===== src/rtl/gpt_pkg.sv =====
package gpt_pkg;
  typedef enum logic [1:0] {
    MODE_ONCE   = 2'd0,
    MODE_REPEAT = 2'd1,
    MODE_RSVD   = 2'd2,
    MODE_FREE   = 2'd3
  } gpt_mode_e;

  localparam logic [1:0] REG_CTRL = 2'd0;
  localparam logic [1:0] REG_CLK  = 2'd1;
  localparam logic [1:0] REG_CNT  = 2'd2;
  localparam logic [1:0] REG_CMP  = 2'd3;

  localparam logic [1:0] GLB_MASK = 2'd0;
  localparam logic [1:0] GLB_PEND = 2'd2;
endpackage


===== src/rtl/gpt_divider.sv =====
module gpt_divider (
  input  logic clk,
  input  logic rst,
  input  logic clr,
  input  logic run,
  input  logic src_slow,
  input  logic div2,
  input  logic tick_fast,
  input  logic tick_slow,
  output logic step
);
  logic phase;
  logic sel;

  assign sel  = src_slow ? tick_slow : tick_fast;
  assign step = run && sel && (!div2 || phase);

  always_ff @(posedge clk) begin
    if (rst || clr) phase <= 1'b0;
    else if (run && sel) phase <= ~phase;
  end
endmodule


===== src/rtl/gpt_channel.sv =====
module gpt_channel
  import gpt_pkg::*;
#(
  parameter int DW = 32
) (
  input  logic          clk,
  input  logic          rst,
  input  logic          ctrl_we,
  input  logic          clk_we,
  input  logic          cmp_we,
  input  logic [DW-1:0] wdata,
  input  logic          tick_fast,
  input  logic          tick_slow,
  output logic [DW-1:0] ctrl_q,
  output logic [DW-1:0] clkcfg_q,
  output logic [DW-1:0] cnt_q,
  output logic [DW-1:0] cmp_q,
  output logic          hit
);
  logic          en;
  gpt_mode_e     mode;
  logic          src_slow;
  logic          div2;
  logic [DW-1:0] cnt;
  logic [DW-1:0] cmp;
  logic [DW-1:0] cnt_nxt;
  logic          step;

  gpt_divider i_div (
    .clk      (clk),
    .rst      (rst),
    .clr      (ctrl_we && wdata[1]),
    .run      (en && !ctrl_we),
    .src_slow (src_slow),
    .div2     (div2),
    .tick_fast(tick_fast),
    .tick_slow(tick_slow),
    .step     (step)
  );

  assign cnt_nxt = cnt + 1'b1;
  assign hit     = step && (mode != MODE_FREE) && (cnt_nxt == cmp);

  always_ff @(posedge clk) begin
    if (rst) begin
      en       <= 1'b0;
      mode     <= MODE_ONCE;
      src_slow <= 1'b0;
      div2     <= 1'b0;
      cnt      <= '0;
      cmp      <= '0;
    end else begin
      if (clk_we) begin
        src_slow <= wdata[4];
        div2     <= wdata[0];
      end
      if (cmp_we) cmp <= wdata;
      if (ctrl_we) begin
        en   <= wdata[0];
        mode <= gpt_mode_e'(wdata[5:4]);
        if (wdata[1]) cnt <= '0;
      end else if (step) begin
        if (hit) begin
          if (mode == MODE_REPEAT) begin
            cnt <= '0;
          end else begin
            cnt <= cnt_nxt;
            en  <= 1'b0;
          end
        end else begin
          cnt <= cnt_nxt;
        end
      end
    end
  end

  always_comb begin
    ctrl_q      = '0;
    ctrl_q[0]   = en;
    ctrl_q[5:4] = mode;
    clkcfg_q    = '0;
    clkcfg_q[4] = src_slow;
    clkcfg_q[0] = div2;
  end
  assign cnt_q = cnt;
  assign cmp_q = cmp;

  AST_ONESHOT_STOPS: assert property (@(posedge clk) disable iff (rst)
    hit && (mode != MODE_REPEAT) |=> !en && (cnt == $past(cmp)));
  AST_REPEAT_RELOAD: assert property (@(posedge clk) disable iff (rst)
    hit && (mode == MODE_REPEAT) |=> (cnt == '0) && en);
  AST_CLEAR_ZERO: assert property (@(posedge clk) disable iff (rst)
    ctrl_we && wdata[1] |=> (cnt == '0));
  AST_IDLE_HOLD: assert property (@(posedge clk) disable iff (rst)
    !en && !ctrl_we |=> $stable(cnt));
endmodule


===== src/rtl/gpt_irq.sv =====
module gpt_irq #(
  parameter int N = 6
) (
  input  logic         clk,
  input  logic         rst,
  input  logic         mask_we,
  input  logic         ack_we,
  input  logic [N-1:0] wdata,
  input  logic [N-1:0] hit,
  output logic [N-1:0] mask,
  output logic [N-1:0] pending,
  output logic         irq
);
  logic [N-1:0] ack_bits;

  assign ack_bits = ack_we ? wdata : '0;

  always_ff @(posedge clk) begin
    if (rst) begin
      mask    <= '0;
      pending <= '0;
      irq     <= 1'b0;
    end else begin
      if (mask_we) mask <= wdata;
      pending <= (pending & ~ack_bits) | hit;
      irq     <= |(pending & mask);
    end
  end

  AST_PEND_SET: assert property (@(posedge clk) disable iff (rst)
    |hit |=> ((pending & $past(hit)) == $past(hit)));
  AST_ACK_CLEARS: assert property (@(posedge clk) disable iff (rst)
    ack_we |=> ((pending & $past(wdata) & ~$past(hit)) == '0));
  AST_IRQ_LAG: assert property (@(posedge clk) disable iff (rst)
    1'b1 |=> (irq == $past(|(pending & mask))));
endmodule


===== src/rtl/gp_timer_bank.sv =====
module gp_timer_bank
  import gpt_pkg::*;
#(
  parameter int NUM_CH = 6,
  parameter int DW     = 32,
  parameter int AW     = 8
) (
  input  logic          clk,
  input  logic          rst,
  input  logic          bus_we,
  input  logic [AW-1:0] bus_addr,
  input  logic [DW-1:0] bus_wdata,
  output logic [DW-1:0] bus_rdata,
  input  logic          tick_fast,
  input  logic          tick_slow,
  output logic          irq
);
  localparam int CH_W = AW - 4;

  logic [CH_W-1:0] ch_idx;
  logic [1:0]      reg_idx;
  logic            glb;
  logic [NUM_CH-1:0] hit;
  logic [NUM_CH-1:0] mask;
  logic [NUM_CH-1:0] pending;
  logic [DW-1:0] ctrl_q   [NUM_CH];
  logic [DW-1:0] clkcfg_q [NUM_CH];
  logic [DW-1:0] cnt_q    [NUM_CH];
  logic [DW-1:0] cmp_q    [NUM_CH];
  logic [DW-1:0] rd_mux;

  assign ch_idx  = bus_addr[AW-1:4];
  assign reg_idx = bus_addr[3:2];
  assign glb     = (ch_idx == '0);

  for (genvar g = 0; g < NUM_CH; g++) begin : g_ch
    logic sel;
    assign sel = (ch_idx == CH_W'(g + 1));
    gpt_channel #(.DW(DW)) i_ch (
      .clk      (clk),
      .rst      (rst),
      .ctrl_we  (bus_we && sel && (reg_idx == REG_CTRL)),
      .clk_we   (bus_we && sel && (reg_idx == REG_CLK)),
      .cmp_we   (bus_we && sel && (reg_idx == REG_CMP)),
      .wdata    (bus_wdata),
      .tick_fast(tick_fast),
      .tick_slow(tick_slow),
      .ctrl_q   (ctrl_q[g]),
      .clkcfg_q (clkcfg_q[g]),
      .cnt_q    (cnt_q[g]),
      .cmp_q    (cmp_q[g]),
      .hit      (hit[g])
    );
  end

  gpt_irq #(.N(NUM_CH)) i_irq (
    .clk    (clk),
    .rst    (rst),
    .mask_we(bus_we && glb && (reg_idx == GLB_MASK)),
    .ack_we (bus_we && glb && (reg_idx == GLB_PEND)),
    .wdata  (bus_wdata[NUM_CH-1:0]),
    .hit    (hit),
    .mask   (mask),
    .pending(pending),
    .irq    (irq)
  );

  always_comb begin
    rd_mux = '0;
    if (glb) begin
      if (reg_idx == GLB_MASK) rd_mux = {{(DW-NUM_CH){1'b0}}, mask};
      else if (reg_idx == GLB_PEND) rd_mux = {{(DW-NUM_CH){1'b0}}, pending};
    end
    for (int i = 0; i < NUM_CH; i++) begin
      if (ch_idx == CH_W'(i + 1)) begin
        case (reg_idx)
          REG_CTRL: rd_mux = ctrl_q[i];
          REG_CLK:  rd_mux = clkcfg_q[i];
          REG_CNT:  rd_mux = cnt_q[i];
          default:  rd_mux = cmp_q[i];
        endcase
      end
    end
  end

  always_ff @(posedge clk) begin
    if (rst) bus_rdata <= '0;
    else     bus_rdata <= rd_mux;
  end

  AST_RESET_QUIET: assert property (@(posedge clk)
    rst |=> (irq == 1'b0) && (bus_rdata == '0));
endmodule


===== config.mk =====
export PLATFORM = sky130hd
export DESIGN_NAME = gp_timer_bank
export DESIGN_NICKNAME = d
export VERILOG_FILES = /design/src/rtl/gpt_pkg.sv /design/src/rtl/gpt_divider.sv /design/src/rtl/gpt_channel.sv /design/src/rtl/gpt_irq.sv /design/src/rtl/gp_timer_bank.sv
export SDC_FILE = /design/constraint.sdc
export NUM_CORES = 2
export LEC_CHECK = 0
export BUFFER_PORTS_ARGS = -buffer_cell sky130_fd_sc_hd__buf_2
export CAP_MARGIN = 0
export CORE_MARGIN = 10
export CORE_UTILIZATION = 41
export CTS_BUF_LIST = sky130_fd_sc_hd__clkbuf_2 sky130_fd_sc_hd__clkbuf_4 sky130_fd_sc_hd__clkbuf_8
export CTS_CLUSTER_SIZE = 25
export DETAILED_ROUTE_END_ITERATION = 8
export GPL_TIMING_DRIVEN = 0
export SLEW_MARGIN = 30
export SYNTH_ARGS = -nofsm -noshare
export SYNTH_HDL_FRONTEND = slang
export SYNTH_SLANG_ARGS = --single-unit

===== constraint.sdc =====
create_clock -name clk -period 5 [get_ports clk]
set_clock_uncertainty 0.1 [all_clocks]
set_input_delay 1 -clock clk [delete_from_list [all_inputs] [get_ports clk]]
set_output_delay 1 -clock clk [all_outputs]
set_load 0.02 [all_outputs]

==> metrics.txt <==
status finished clean; Slew headroom 0.2264; initial antenna violation count 9; fin crit period 4777 ps; Clock Pin Slew Worst Setup and Hold Paths 60 ps; die area 84,810 sq um; global-route wire length before repair 199,100 microns; Core Util, Final 0.4605; clk root buf clkbuf_8; Nets 4,163; Synth Area in Compound Gates 0.1789; Final ANT Viol Nets 0; setup bufs post-CTS 0; EDFF count, synth 0; DP HPWL 103,300 microns; Post-Synth Adder-Cell Area 0.003153; via count 31.97k; Tightest Pin Transition 1160 ps; Die W 291.2 microns; Iter 0 DRT Violations 4,031; CP Max Fanout 10; CTS tree done; syn_nets 4,005; routed len/inst 26.96 microns; filler cell count 7,560; Pleak 11.41 nW; I/O Buffers 68; FMAX 209.3 MHz; pre-CTS setup slack -217.7 ps; gr usage total 0.3090; Rows 99; Critical Path AT 5200 ps; largest family of logic cells by synthesized area simple AND/OR/NAND/NOR gates; area delta synth->final 11.41%; IO Count 78; Die Ht 291.2 microns; clk_lat worst skew 720 ps; Synth async-reset ratio 0; Final Wtd Congestion 1.050; PwrDens 246.9 nW/um^2; Synth Area in Simple Gates 0.2768; Crit Path Category primary input to flip-flop; Vias/cell 6.228; total CTS buffers 88; Worst Path Required 5420 ps; Core ar. 72,960 sq um; FF+latch count, synth 465; total wire length 138,400 microns; Final Cycle Share 0.9554; Post-Route Setup TNS 0 ps; Synth Area in XOR/XNOR 0.08550; layout cell share with drive strength beyond 1 0.08803; Multi-input gate area 19,210 sq um; H-tree levels 3; Syn Inst Count 3,954; Final Max Tran Viols 0; setup violators final 0; Residual DRC 0; setup ws final 223.1 ps; critical path launch point type primary input; FF+latch area 9309 sq um; unrepaired setup endpoints after global routing false; ys flop type dfxtp_1; GR Overflow Total 0; CP Capture Type flip-flop; synth unique cells 101; DRT Pass-1 Iters 7; Worst Hold Class flip-flop to flip-flop; worst-case clock buffer depth 3; pin count of the biggest net entering global routing 12; register area share after synthesis 0.3087; vias in the first global route 29.13k; clk sinks 465; Hold-fix buffers, CTS 0; mux share of post-synthesis cell area 0.09086; Initial Util 0.4134; cell area after synthesis 30,160 sq um; Fin. Hold Viols 0; maximum vdd drop 0.0002113 V; Synth Area per Inst 7.627 sq um; Syn. warnings 0; Max-Cap Viols 0
-- state kept, by name, indices dropped and copies added, names as in the netlist --
register / count
g_ch.i_ch.cmp_q: 192
g_ch.i_ch.cnt_q: 192
bus_rdata: 32
g_ch.i_ch.mode: 12
g_ch.i_ch.div2: 6
g_ch.i_ch.en: 6
g_ch.i_ch.i_div.phase: 6
g_ch.i_ch.src_slow: 6
i_irq.mask: 6
i_irq.pending: 6
i_irq.irq: 1
-- cell usage after synthesis, types with 22 or more instances --
cell type / instances / share of area
buf_1: 29 / 0.0036
xnor2_1: 176 / 0.051
inv_1: 61 / 0.0076
nor4_1: 55 / 0.011
buf_2: 48 / 0.0080
or4_1: 23 / 0.0057
a21oi_1: 314 / 0.052
nor3b_1: 24 / 0.0060
nor2_1: 190 / 0.024
a31oi_1: 87 / 0.018
xor2_1: 100 / 0.029
and4_1: 35 / 0.010
mux2i_1: 231 / 0.077
or3_1: 29 / 0.0060
nand2_1: 680 / 0.085
clkbuf_1: 268 / 0.033
a22oi_1: 22 / 0.0055
nand2b_1: 32 / 0.0066
nand3_1: 196 / 0.033
nand4_1: 138 / 0.029
and3_1: 46 / 0.0095
o22ai_1: 106 / 0.022
dfxtp_1: 465 / 0.31
nor2b_1: 23 / 0.0048
o21ai_0: 76 / 0.013
and2_1: 23 / 0.0048
a211oi_1: 38 / 0.0095
nor3_1: 80 / 0.013
-- cells in the final DEF, fill, tap and decap left out, types with 38 or more instances in the layout --
cell type / n
nand3_1: 196
inv_1: 61
clkbuf_1: 262
mux2i_1: 231
a31oi_1: 87
nor4_1: 53
o21ai_0: 76
and3_1: 46
a21oi_1: 314
nor3_1: 76
nor2_1: 190
nand4_1: 138
dfxtp_1: 465
a211oi_1: 38
nand2_1: 680
clkbuf_8: 101
buf_2: 120
o22ai_1: 106
xor2_1: 100
xnor2_1: 176
-- per-layer routing --
metal  global-route usage  up-vias  part of all wire
li1                     -    14620                 -
met1               0.3977    15270              0.40
met2               0.4791     1754              0.44
met3              0.08336      328              0.11
met4               0.1319        2             0.048
met5                    0        -          0.000058
-- worst max-delay path, cell delays in order --
cell and delay, ps:
buf_2 170, buf_2 440, clkbuf_1 780, clkbuf_1 750, buf_1 780, mux2i_1 480, o22ai_1 280, a211oi_1 300
nor2_1 160
-- final timing paths --
check                           startpoint                  endpoint  slack [ps]  depth (start not counted)
setup / recovery               bus_addr[2]              bus_rdata[6]         220                          9
hold / removal    g_ch[3].i_ch.i_div.phase  g_ch[3].i_ch.i_div.phase         370                          2
setup reg to reg     g_ch[3].i_ch.cnt_q[1]    g_ch[3].i_ch.cnt_q[26]         290                         12
hold reg to reg   g_ch[3].i_ch.i_div.phase  g_ch[3].i_ch.i_div.phase         370                          2
-- metrics by stage --
step                      std cells  cell area [sq um]  hold WS, ps  power (mW)
after floorplan                3954              30160        344.5       4.022
after global placement         4981              31700        360.3       4.266
after detailed placement       4981              31730        365.2       4.265
after CTS                      5128              33560        372.6       8.296
after global routing           5130              33590        398.6       8.487
final                          5133              33600        373.8       8.295
-- layout make-up --
| class | instances | area share |
|---|---|---|
| Antenna cell | 5 | 0.0003724 |
| Buffer | 359 | 0.04383 |
| Clock buffer | 125 | 0.04673 |
| Clock inverter | 22 | 0.007671 |
| Inverter | 62 | 0.006926 |
| Multi-Input combinational cell | 3068 | 0.5716 |
| Sequential cell | 465 | 0.2770 |
| Tap cell | 959 | 0.03571 |
| Timing Repair Buffer | 68 | 0.01013 |
-- kinds of logic after synthesis --
group           Yosys count
simple gates           1671
compound gates          849
flops                   465
buf+inv                 421
xor+xnor                283
mux                     257
fa+ha+maj                 8
-- report_power, final --
part	switching (mW)	internal [mW]	leakage, nW
combinational	0.384	0.106	6.71
sequential	0.00900	3.71	3.74
clock	1.81	2.27	0.952
-- timing repair --
item                                   CTS  global route
endpoints found under the hold margin    0             0
setup endpoints to repair                0             5
gates resized for setup                  0             1
Note: power is estimated with default switching activity, not from simulation.
